### config.mk
export PLATFORM = sky130hd
export DESIGN_NAME = acc_cpu
export DESIGN_NICKNAME = d
export VERILOG_FILES = /design/src/rtl/acc_cpu_pkg.sv /design/src/rtl/acc_cpu_alu.sv /design/src/rtl/acc_cpu_fsm.sv /design/src/rtl/acc_cpu.sv
export SDC_FILE = /design/constraint.sdc
export NUM_CORES = 1
export LEC_CHECK = 0
export ABC_AREA = 1
export CELL_PAD_IN_SITES_DETAIL_PLACEMENT = 0
export CELL_PAD_IN_SITES_GLOBAL_PLACEMENT = 1
export CORE_MARGIN = 2
export CORE_UTILIZATION = 35
export CTS_BUF_LIST = sky130_fd_sc_hd__clkbuf_4 sky130_fd_sc_hd__clkbuf_8
export DETAILED_ROUTE_END_ITERATION = 8
export GPL_TIMING_DRIVEN = 1
export PLACE_DENSITY = 0.8
export SETUP_SLACK_MARGIN = 0.1
export SLEW_MARGIN = 15
export SYNTH_ARGS = -nofsm -noshare
export SYNTH_HDL_FRONTEND = slang
export SYNTH_SLANG_ARGS = --single-unit
### constraint.sdc
create_clock -name clk -period 3.92 [get_ports clk]
set_clock_uncertainty 0.05 [all_clocks]
set_input_delay 0.392 -clock clk [delete_from_list [all_inputs] [get_ports clk]]
set_output_delay 0.392 -clock clk [all_outputs]
set_load 0.02 [all_outputs]
### src/rtl/acc_cpu_pkg.sv
package acc_cpu_pkg;

    typedef enum logic [3:0] {
        S_FETCH, S_IR_RD, S_IR_LD, S_EXEC,
        S_PTR_RD, S_PTR_LD, S_MEM_RD, S_MEM_LD,
        S_MEM_WR, S_CHECK, S_HALT
    } state_t;

    typedef enum logic [4:0] {
        OP_HLT = 5'h00, OP_LDM, OP_LDD, OP_LDI, OP_LDX, OP_LDR, OP_STO,
        OP_ADD, OP_SUB, OP_INC, OP_DEC, OP_JMP, OP_CMP, OP_JPE, OP_JPN,
        OP_AND, OP_OR, OP_XOR, OP_LSL, OP_LSR, OP_IN, OP_OUT, OP_RTI
    } op_t;

    typedef enum logic [2:0] {
        F_PASS, F_ADD, F_SUB, F_AND, F_OR, F_XOR, F_SHL, F_SHR
    } alu_fn_t;

    typedef struct packed {
        logic v;
        logic c;
        logic n;
        logic z;
    } flags_t;

    // Instructions that leave EXEC for extra memory cycles
    function automatic logic needs_mem(op_t op, logic imm);
        case (op)
            OP_LDD, OP_LDX, OP_LDI, OP_STO: return 1'b1;
            OP_ADD, OP_SUB, OP_CMP,
            OP_AND, OP_OR, OP_XOR:          return !imm;
            default:                        return 1'b0;
        endcase
    endfunction

endpackage

### src/rtl/acc_cpu_alu.sv
module acc_cpu_alu
    import acc_cpu_pkg::*;
#(
    parameter int DW = 16
) (
    input  alu_fn_t         fn,
    input  logic [DW-1:0]   a,
    input  logic [DW-1:0]   b,
    output logic [DW-1:0]   y,
    output flags_t          f
);
    logic [DW:0] sum;
    logic [DW:0] dif;

    assign sum = {1'b0, a} + {1'b0, b};
    assign dif = {1'b0, a} - {1'b0, b};

    always_comb begin
        y   = b;
        f.c = 1'b0;
        f.v = 1'b0;
        unique case (fn)
            F_PASS: y = b;
            F_ADD: begin
                y   = sum[DW-1:0];
                f.c = sum[DW];
                f.v = (a[DW-1] == b[DW-1]) && (sum[DW-1] != a[DW-1]);
            end
            F_SUB: begin
                y   = dif[DW-1:0];
                f.c = dif[DW];
                f.v = (a[DW-1] != b[DW-1]) && (dif[DW-1] != a[DW-1]);
            end
            F_AND:  y = a & b;
            F_OR:   y = a | b;
            F_XOR:  y = a ^ b;
            F_SHL:  y = a << b;
            F_SHR:  y = a >> b;
            default: y = b;
        endcase
        f.n = y[DW-1];
        f.z = (y == '0);
    end
endmodule

### src/rtl/acc_cpu_fsm.sv
module acc_cpu_fsm
    import acc_cpu_pkg::*;
(
    input  logic   clk,
    input  logic   rst_n,
    input  op_t    op,
    input  logic   imm,
    output state_t state,
    output logic   mem_we,
    output logic   halted,
    output logic   at_boundary
);
    state_t nxt;

    always_ff @(posedge clk) begin
        if (!rst_n) state <= S_FETCH;
        else        state <= nxt;
    end

    always_comb begin
        nxt = state;
        unique case (state)
            S_FETCH:  nxt = S_IR_RD;
            S_IR_RD:  nxt = S_IR_LD;
            S_IR_LD:  nxt = S_EXEC;
            S_EXEC: begin
                if (op == OP_HLT)          nxt = S_HALT;
                else if (op == OP_LDI)     nxt = S_PTR_RD;
                else if (op == OP_STO)     nxt = S_MEM_WR;
                else if (needs_mem(op, imm)) nxt = S_MEM_RD;
                else                       nxt = S_CHECK;
            end
            S_PTR_RD: nxt = S_PTR_LD;
            S_PTR_LD: nxt = S_MEM_RD;
            S_MEM_RD: nxt = S_MEM_LD;
            S_MEM_LD: nxt = S_CHECK;
            S_MEM_WR: nxt = S_CHECK;
            S_CHECK:  nxt = S_FETCH;
            S_HALT:   nxt = S_HALT;
            default:  nxt = S_FETCH;
        endcase
    end

    always_comb begin
        mem_we      = (state == S_MEM_WR);
        halted      = (state == S_HALT);
        at_boundary = (state == S_CHECK);
    end
endmodule

### src/rtl/acc_cpu.sv
module acc_cpu
    import acc_cpu_pkg::*;
#(
    parameter int               AW       = 8,
    parameter int               DW       = 16,
    parameter int               CW       = 8,
    parameter logic [AW-1:0]    ISR_ADDR = 8'hF0,
    parameter logic [AW-1:0]    RESET_PC = '0
) (
    input  logic            clk,
    input  logic            rst_n,
    input  logic            irq,
    input  logic [CW-1:0]   in_char,
    input  logic [DW-1:0]   mem_rdata,
    output logic            irq_ack,
    output logic [AW-1:0]   mem_addr,
    output logic            mem_we,
    output logic [DW-1:0]   mem_wdata,
    output logic [CW-1:0]   out_char,
    output logic            out_valid,
    output logic            halted,
    output logic [3:0]      status
);
    localparam int OP_LO   = AW;
    localparam int OP_HI   = AW + 4;
    localparam int IMM_BIT = AW + 6;

    state_t          state;
    logic            at_boundary;
    logic [AW-1:0]   pc, mar, sh_pc;
    logic [DW-1:0]   mdr, cir, acc, ix;
    flags_t          flags, sh_flags, alu_f;
    logic            eq, ie;

    op_t             op;
    logic            imm, step, to_ix, apply_now, take;
    logic [AW-1:0]   arg;
    logic [DW-1:0]   arg_ext, a_val, b_val, alu_y;
    alu_fn_t         fn;
    logic            unused_bits;

    assign op          = op_t'(cir[OP_HI:OP_LO]);
    assign imm         = cir[IMM_BIT];
    assign arg         = cir[AW-1:0];
    assign arg_ext     = {{(DW-AW){1'b0}}, arg};
    assign unused_bits = ^{cir[DW-1:IMM_BIT+1], cir[IMM_BIT-1]};

    acc_cpu_fsm u_fsm (
        .clk(clk), .rst_n(rst_n), .op(op), .imm(imm), .state(state),
        .mem_we(mem_we), .halted(halted), .at_boundary(at_boundary)
    );

    assign step      = (op == OP_INC) || (op == OP_DEC);
    assign to_ix     = step && arg[0];
    assign apply_now = (state == S_MEM_LD) ||
                       ((state == S_EXEC) && !needs_mem(op, imm));
    assign take      = at_boundary && irq && ie;
    assign a_val     = to_ix ? ix : acc;
    assign b_val     = (state == S_MEM_LD) ? mem_rdata :
                       step ? DW'(1) : arg_ext;

    always_comb begin
        unique case (op)
            OP_ADD, OP_INC:        fn = F_ADD;
            OP_SUB, OP_DEC:        fn = F_SUB;
            OP_AND:                fn = F_AND;
            OP_OR:                 fn = F_OR;
            OP_XOR:                fn = F_XOR;
            OP_LSL:                fn = F_SHL;
            OP_LSR:                fn = F_SHR;
            default:               fn = F_PASS;
        endcase
    end

    acc_cpu_alu #(.DW(DW)) u_alu (
        .fn(fn), .a(a_val), .b(b_val), .y(alu_y), .f(alu_f)
    );

    assign irq_ack   = take;
    assign mem_addr  = mar;
    assign mem_wdata = mdr;
    assign status    = flags;

    always_ff @(posedge clk) begin
        if (!rst_n) begin
            pc        <= RESET_PC;
            mar       <= '0;
            mdr       <= '0;
            cir       <= '0;
            acc       <= '0;
            ix        <= '0;
            flags     <= '0;
            sh_flags  <= '0;
            sh_pc     <= '0;
            eq        <= 1'b0;
            ie        <= 1'b1;
            out_char  <= '0;
            out_valid <= 1'b0;
        end else begin
            out_valid <= 1'b0;
            unique case (state)
                S_FETCH:  mar <= pc;
                S_IR_LD: begin
                    mdr <= mem_rdata;
                    cir <= mem_rdata;
                    pc  <= pc + AW'(1);
                end
                S_EXEC: begin
                    if (op == OP_LDX) mar <= arg + ix[AW-1:0];
                    else              mar <= arg;
                    if (op == OP_STO) mdr <= acc;
                end
                S_PTR_LD: mar <= mem_rdata[AW-1:0];
                S_MEM_LD: mdr <= mem_rdata;
                S_CHECK: begin
                    if (take) begin
                        sh_pc    <= pc;
                        sh_flags <= flags;
                        ie       <= 1'b0;
                        pc       <= ISR_ADDR;
                    end
                end
                default: ;
            endcase

            if (apply_now) begin
                case (op)
                    OP_LDM, OP_LDD, OP_LDI, OP_LDX: acc <= b_val;
                    OP_LDR: ix <= arg_ext;
                    OP_ADD, OP_SUB: begin
                        acc   <= alu_y;
                        flags <= alu_f;
                    end
                    OP_INC, OP_DEC: begin
                        if (to_ix) ix  <= alu_y;
                        else       acc <= alu_y;
                        flags <= alu_f;
                    end
                    OP_AND, OP_OR, OP_XOR, OP_LSL, OP_LSR: acc <= alu_y;
                    OP_CMP: eq <= (acc == b_val);
                    OP_JMP: pc <= arg;
                    OP_JPE: if (eq)  pc <= arg;
                    OP_JPN: if (!eq) pc <= arg;
                    OP_IN:  acc <= {{(DW-CW){1'b0}}, in_char};
                    OP_OUT: begin
                        out_char  <= acc[CW-1:0];
                        out_valid <= 1'b1;
                    end
                    OP_RTI: begin
                        pc    <= sh_pc;
                        flags <= sh_flags;
                        ie    <= 1'b1;
                    end
                    default: ;
                endcase
            end
        end
    end
endmodule

* Word-level counts from Yosys, hierarchy flattened
Memory sizes are Yosys's and may differ from the RTL's. A register that Yosys moved wholly into a read port is not among the register bits.
Cells that the tools add are included.
** Word-level totals
- Register bits :: 110
- Bits in read-only memories :: 96
- Bits of input ports :: 27
- Output and inout port bits :: 40
- Word-level logic and storage cells :: 149
- Memories kept :: 1
** Memories
- (name not given) :: depth 32, width 3, rd ports 1, clocked after memory_dff 1, wr ports 0, RTL line acc_cpu.sv:63 : unique case (op)
** Cells by class
- Add/sub/neg operators :: 4
- Equal/unequal tests :: 47
- Shift operators :: 2
- Muxes and demuxes :: 37
- Bitwise operators :: 3
- Reductions and logical operators :: 35
** Operator list (number)
- one-hot mux 16 bit (8 select lines) :: 1
- two-way mux 16 bit :: 5
- one-hot mux 16 bit (2 select lines) :: 2
- one-hot mux 16 bit (4 select lines) :: 1
- two-way mux 8 bit :: 6
- == test 5 x 4 -> 1 bit, second input constant :: 8
- one-hot mux 4 bit (9 select lines) :: 1
- == test 5 bit, second input constant :: 7
- one-hot mux 8 bit (4 select lines) :: 1
- one-hot mux 8 bit (3 select lines) :: 1
- == test 5 x 3 -> 1 bit, second input constant :: 4
- adder 16 x 16 -> 17 bit :: 1
- subtractor 16 x 16 -> 17 bit :: 1
- AND 16 bit :: 1
- == test 16 bit :: 1
- == test 4 x 3 -> 1 bit, second input constant :: 4
- logical NOT 16 bit :: 1
- two-way mux 4 bit :: 4
- OR 16 bit :: 1
- one-hot mux 8 bit (2 select lines) :: 1
- << shifter 16 x 16 -> 16 bit :: 1
- right shift 16 x 16 -> 16 bit :: 1
- XOR 16 bit :: 1
- == test 3 bit, second input constant :: 4
- other kinds (33) :: 69

* Longest topological paths before layout
- Depth after elaboration :: 12
- Mapped depth :: 34
- Mapped depth without buffers :: 32

* By module
From an unflattened synthesis, not the netlist that was laid out.
** Unflattened totals
- Cell total of the unflattened synthesis :: 1930
- Area, all modules :: 10938.0 um^2
** Modules (own cells, without submodules)
- acc_cpu :: times used 1, cells each 1032, area each 6362.4 um^2, sequential area each 2162.1 um^2
- acc_cpu_alu :: times used 1, cells each 833, area each 4227.8 um^2, sequential area each 0.0 um^2
- acc_cpu_fsm :: times used 1, cells each 65, area each 347.8 um^2, sequential area each 80.1 um^2

* Worst setup path before layout
Ideal clock, no wire load.
- Kind :: reg2reg
- Start point :: register cir[11]
- End point :: register flags (netlist bit status[0])
- Setup time :: 0.070 ns
- Arrival time :: 3.522 ns
- Data required time :: 3.800 ns
- Setup slack :: 0.278 ns
- Cell stages (with the launch flop) :: 31
- Buffers on the path :: 1
- Clock period less this slack :: 3.642 ns
- Cells stage by stage :: dfxtp_1 -> nand2_1 -> nor2_2 -> nand2_4 -> nor2_4 -> buf_2 -> nand2_1 -> o21ai_0 -> inv_1 -> ha_1 -> fa_1 -> nand3b_1 -> nand2_1 -> nand2_1 -> nand2_1 -> a21oi_1 -> nor2_1 -> nand2_1 -> nand2_1 -> nand2_1 -> nand3_1 -> nand3_1 -> nand2_1 -> nor2_1 -> nor2_1 -> nand2_1 -> nand2_1 -> nand2_1 -> nor3_1 -> nand2_1 -> a21oi_1
** On the way
- Longest elaborated chain between the ends :: 8
- Elaborated cells between the ends (all ways) :: 37
- Classes of those cells :: 2 x add/sub; 13 x eq/ne; 2 x shift; 6 x mux; 3 x bitwise; 11 x reduce/logical
** RTL lines
- start: declaration :: RTL line acc_cpu.sv:31 : logic [DW-1:0] mdr, cir, acc, ix;
- start signal: assignment :: RTL line acc_cpu.sv:105 : cir <= mem_rdata;
- == test 5 x 4 -> 1 bit :: RTL line acc_cpu.sv:53, acc_cpu.sv:127
- logical OR 1 bit :: RTL line acc_cpu.sv:53 : assign step = (op == OP_INC) || (op == OP_DEC);
- two-way mux 8 bit / logical AND 1 bit (equally long branches) :: RTL line acc_cpu.sv:60, acc_cpu.sv:54
- two-way mux 16 bit, on equally long branches :: RTL line acc_cpu.sv:59, acc_cpu.sv:58
- subtractor 16 x 16 -> 17 bit, or another cell as far along :: RTL line acc_cpu_alu.sv:16 : assign dif = {1'b0, a} - {1'b0, b};
- one-hot mux 16 bit (8 select lines) :: RTL line acc_cpu_alu.sv:22 : unique case (fn)
- logical NOT 16 bit :: RTL line acc_cpu_alu.sv:42 : f.z = (y == '0);
- one-hot mux 4 bit (2 select lines) :: RTL line acc_cpu.sv:127 : case (op)
- end signal: assignment :: RTL line acc_cpu.sv:132 : flags <= alu_f;
- end signal: assignment :: RTL line acc_cpu.sv:137 : flags <= alu_f;
- end signal: assignment :: RTL line acc_cpu.sv:151 : flags <= sh_flags;
- end: declaration :: RTL line acc_cpu.sv:32 : flags_t flags, sh_flags, alu_f;
Parallel ways exist; a longest one is shown, timed or not.
A chain may end at the register's enable or synchronous reset.

* Worst setup path after layout
- Start point :: register cir[10]
- End point :: register flags (netlist bit status[0])
Same word-level chain as after synthesis.

==> impl_metrics.tcl <==
set metrics [dict create \
    ys_types 56 \
    whs_path_depth 3 \
    p_total_mw 5.34 \
    end_kind "flop" \
    nNetsFinal 1962 \
    cts.htree.levels 3 \
    root_buffer "clkbuf_8" \
    synthFlopType "dfxtp_1" \
    hold_viol 0 \
    rsz0062_at_grt "yes" \
    critical_path_required_ns 4.22 \
    syn_nets 1836 \
    yosys_warnings 0 \
    relSlewSlack_pct 34.9 \
    criticalPathCategory "reg -> reg" \
    n_fill_cell 3236 \
    wire_per_inst_um 18.9 \
    viasPerCell 5.55 \
    status "complete, no violations" \
    final_cell_count_no_fill 2266 \
    ant_nets 0 \
    hold-worst-slack_ns 0.388 \
    grt_max_degree 71 \
    cts_buffers 9 \
    first_pass_iters 5 \
    io_pins 67 \
    setup_violations 0 \
    dieArea_sq_um 31100 \
    ys_seq_elements 112 \
    syn_to_final_growth_pct 21.4 \
    num_antenna_cells 0 \
    worst_hold_path_type "in -> reg" \
    wl_met1_um 19600 \
    async_reset_ff_share_pct 0 \
    placed_cells 2243 \
    yosysSeqAreaShare_pct 21.6 \
    wl_met3_um 3890 \
    grt_pass1_wl_um 65800 \
    drive_above_1_share_pct 12.8 \
    fp.dieW_um 176 \
    drcViolationCount 0 \
    p_leak_nw 5.78 \
    synth_area_per_cell_sq_um 5.96 \
    gp_congestion 0.943 \
    pre_cts_ws_ns 0.0407 \
    routed_wl_um 42900 \
    cts_buffer_depth 2 \
    coreArea_sq_um 29500 \
    grt-ovfl-total 0 \
    start_util_pct 35.3 \
    dpl.hpwl_um 33800 \
    clock_latency_ns 0.41 \
    met2_length_um 18100 \
    multi_input_area_sq_um 7200 \
    maxCapViolCount 0 \
    regArea_sq_um 2250 \
    grt_pass1_vias 11500 \
    ir_worst_vdd_uv 206 \
    clkSinkCount 112 \
    cp_max_fo 5 \
    reg2regPathDepth 23 \
    place.port_buffers 66 \
    grt_usage_pct 27.1 \
    drt_iter0_markers 1355 \
    num_rows 63 \
    arrival_ns 3.98 \
    vias 12600 \
    period_minus_slack_ns 3.68 \
    die_h_um 176 \
    tightest_slew_ns 0.970 \
    fmax_mhz 272 \
    synth_edf_count 0 \
    ctsHoldBuffers 0 \
    syn_inst 1745 \
    fin_crit_sh_pct 93.8 \
    highest_layer "met4" \
    slew_viol_final 0 \
    ff2ff_setup_slack_ns 0.24 \
    path_clk_slew_ns 0.12 \
    layout_setup_ws_ns 0.243 \
    pwr_density_cell_nw_per_um2 423 \
    cts_tree "done" \
    antenna_found_initial 0 \
    worst_setup_path_start_kind "flop" \
    synth.cell_area_sq_um 10400 \
]
[layout make-up]
cell class	count	share of cell area, %
flip-flops and latches	112	17.8
inverters	208	6.22
clock inverters	7	0.882
well taps	390	3.86
clock buffers	9	0.981
multi-input cells	1343	57.0
repair buffers	197	13.2
[stage by stage]
stage          instance area [sq um]  TNS (ns)  utilization (%)
6_report                       12600         0             42.8
2_1_floorplan                  10400         0                -
4_1_cts                        12400         0             41.9
3_5_place_dp                   12100         0             41.1
3_3_place_gp                   12100         0             41.1
5_1_grt                        12600   -0.0382             42.8
[power by group]
group	leakage, nW	internal [mW]	total [mW]	switching [mW]
combinational	4.75	1.09	3.13	2.05
clock	0.118	0.374	0.835	0.461
sequential	0.911	1.27	1.37	0.103
[final timing paths]
check / startpoint / to
setup / recovery: cir[10] / status[0]
setup reg to reg: cir[10] / status[0]
hold / removal: rst_n / ix[12]
hold reg to reg: ix[14] / ix[14]
[synthesized netlist by cell type (all sizes together) (10+ instances only)]
library cell,n,area [sq um]
nand2,433,1660
inv,204,768
o21ai,171,882
nor2,169,662
nand3,159,811
a21oi,153,769
dfxtp,112,2240
ha,61,763
clkbuf,52,195
nor3,36,185
buf,30,191
nand4,29,213
a31oi,21,131
xor2,15,131
a221oi,12,105
nor4,11,68.8
a41oi,10,87.6
o211ai,10,75.1
[critical path, cell delays in order (launching register included)]
cell and delay (ns):
dfxtp_2 0.34, inv_2 0.05, nand2_2 0.06, nor2_4 0.14
nand2_4 0.10, nor2_4 0.19, nand2_1 0.07, o21ai_0 0.08
buf_4 0.16, inv_2 0.05, ha_4 0.17, fa_2 0.36
nand3b_1 0.17, nand2_2 0.09, nand2_1 0.07, nand2_1 0.06
nor2_1 0.04, nor4_1 0.44, nand2_1 0.10, o21ai_1 0.24
nand3_1 0.21, nor2_2 0.18, nand2_1 0.10, a21oi_2 0.11
[flip-flops by register name, indices dropped and copies added (netlist names)]
| signal | flops |
|---|---|
| mem_addr | 8 |
| cir | 14 |
| out_valid | 1 |
| u_fsm.state | 4 |
| eq | 1 |
| sh_flags | 4 |
| status | 4 |
| mem_wdata | 16 |
| ie | 1 |
| pc | 8 |
| ix | 16 |
| out_char | 8 |
| acc | 16 |
| fn | 3 |
| sh_pc | 8 |
[routing by layer]
layer  global-route usage (%)  up-vias
li1                         -     6079
met1                     38.9     5846
met2                     41.0      573
met3                     5.21       86
met4                     8.13        0
met5                        0        -
[cells in the final DEF, fill, tap and decap left out, types with 8 or more instances in the layout]
cell type / Yosys / layout
inv_1: 198 / 192
buf_4: 2 / 125
nand2_2: 6 / 13
nor3_1: 35 / 32
a21oi_1: 152 / 144
o21ai_1: 15 / 18
ha_1: 61 / 56
a41oi_1: 10 / 10
a31oi_1: 21 / 21
nand4_1: 24 / 24
inv_2: 5 / 10
nor4_1: 11 / 11
a221oi_1: 12 / 12
nand2_1: 424 / 417
a211oi_1: 9 / 8
xor2_1: 15 / 15
o211ai_1: 10 / 10
dfxtp_1: 112 / 108
clkdlybuf4s50_1: 0 / 65
o21ai_2: 4 / 10
nand3_2: 3 / 10
a22oi_1: 8 / 8
nand3_1: 156 / 149
a21oi_2: 1 / 9
nor2_1: 162 / 160
clkbuf_8: 0 / 9
o21ai_0: 151 / 141
[cells by family after synthesis]
family                   Yosys count  synth area share [%]
AO/OA/AOI/OAI                    416                  22.7
XOR/XNOR                          16                  1.35
adder cells (fa/ha/maj)           64                  7.92
buffers and inverters            290                  11.2
flip-flops                       112                  21.6
AND/OR/NAND/NOR                  847                  35.3
[what timing repair did]
item / in CTS / in global routing
setup endpoints to repair: 3 / 19
cloned: 0 / 1
pin swaps: 0 / 18
setup buffers: 1 / 5
resized for setup: 5 / 65
No activity file was read; power rests on OpenSTA's default activity.
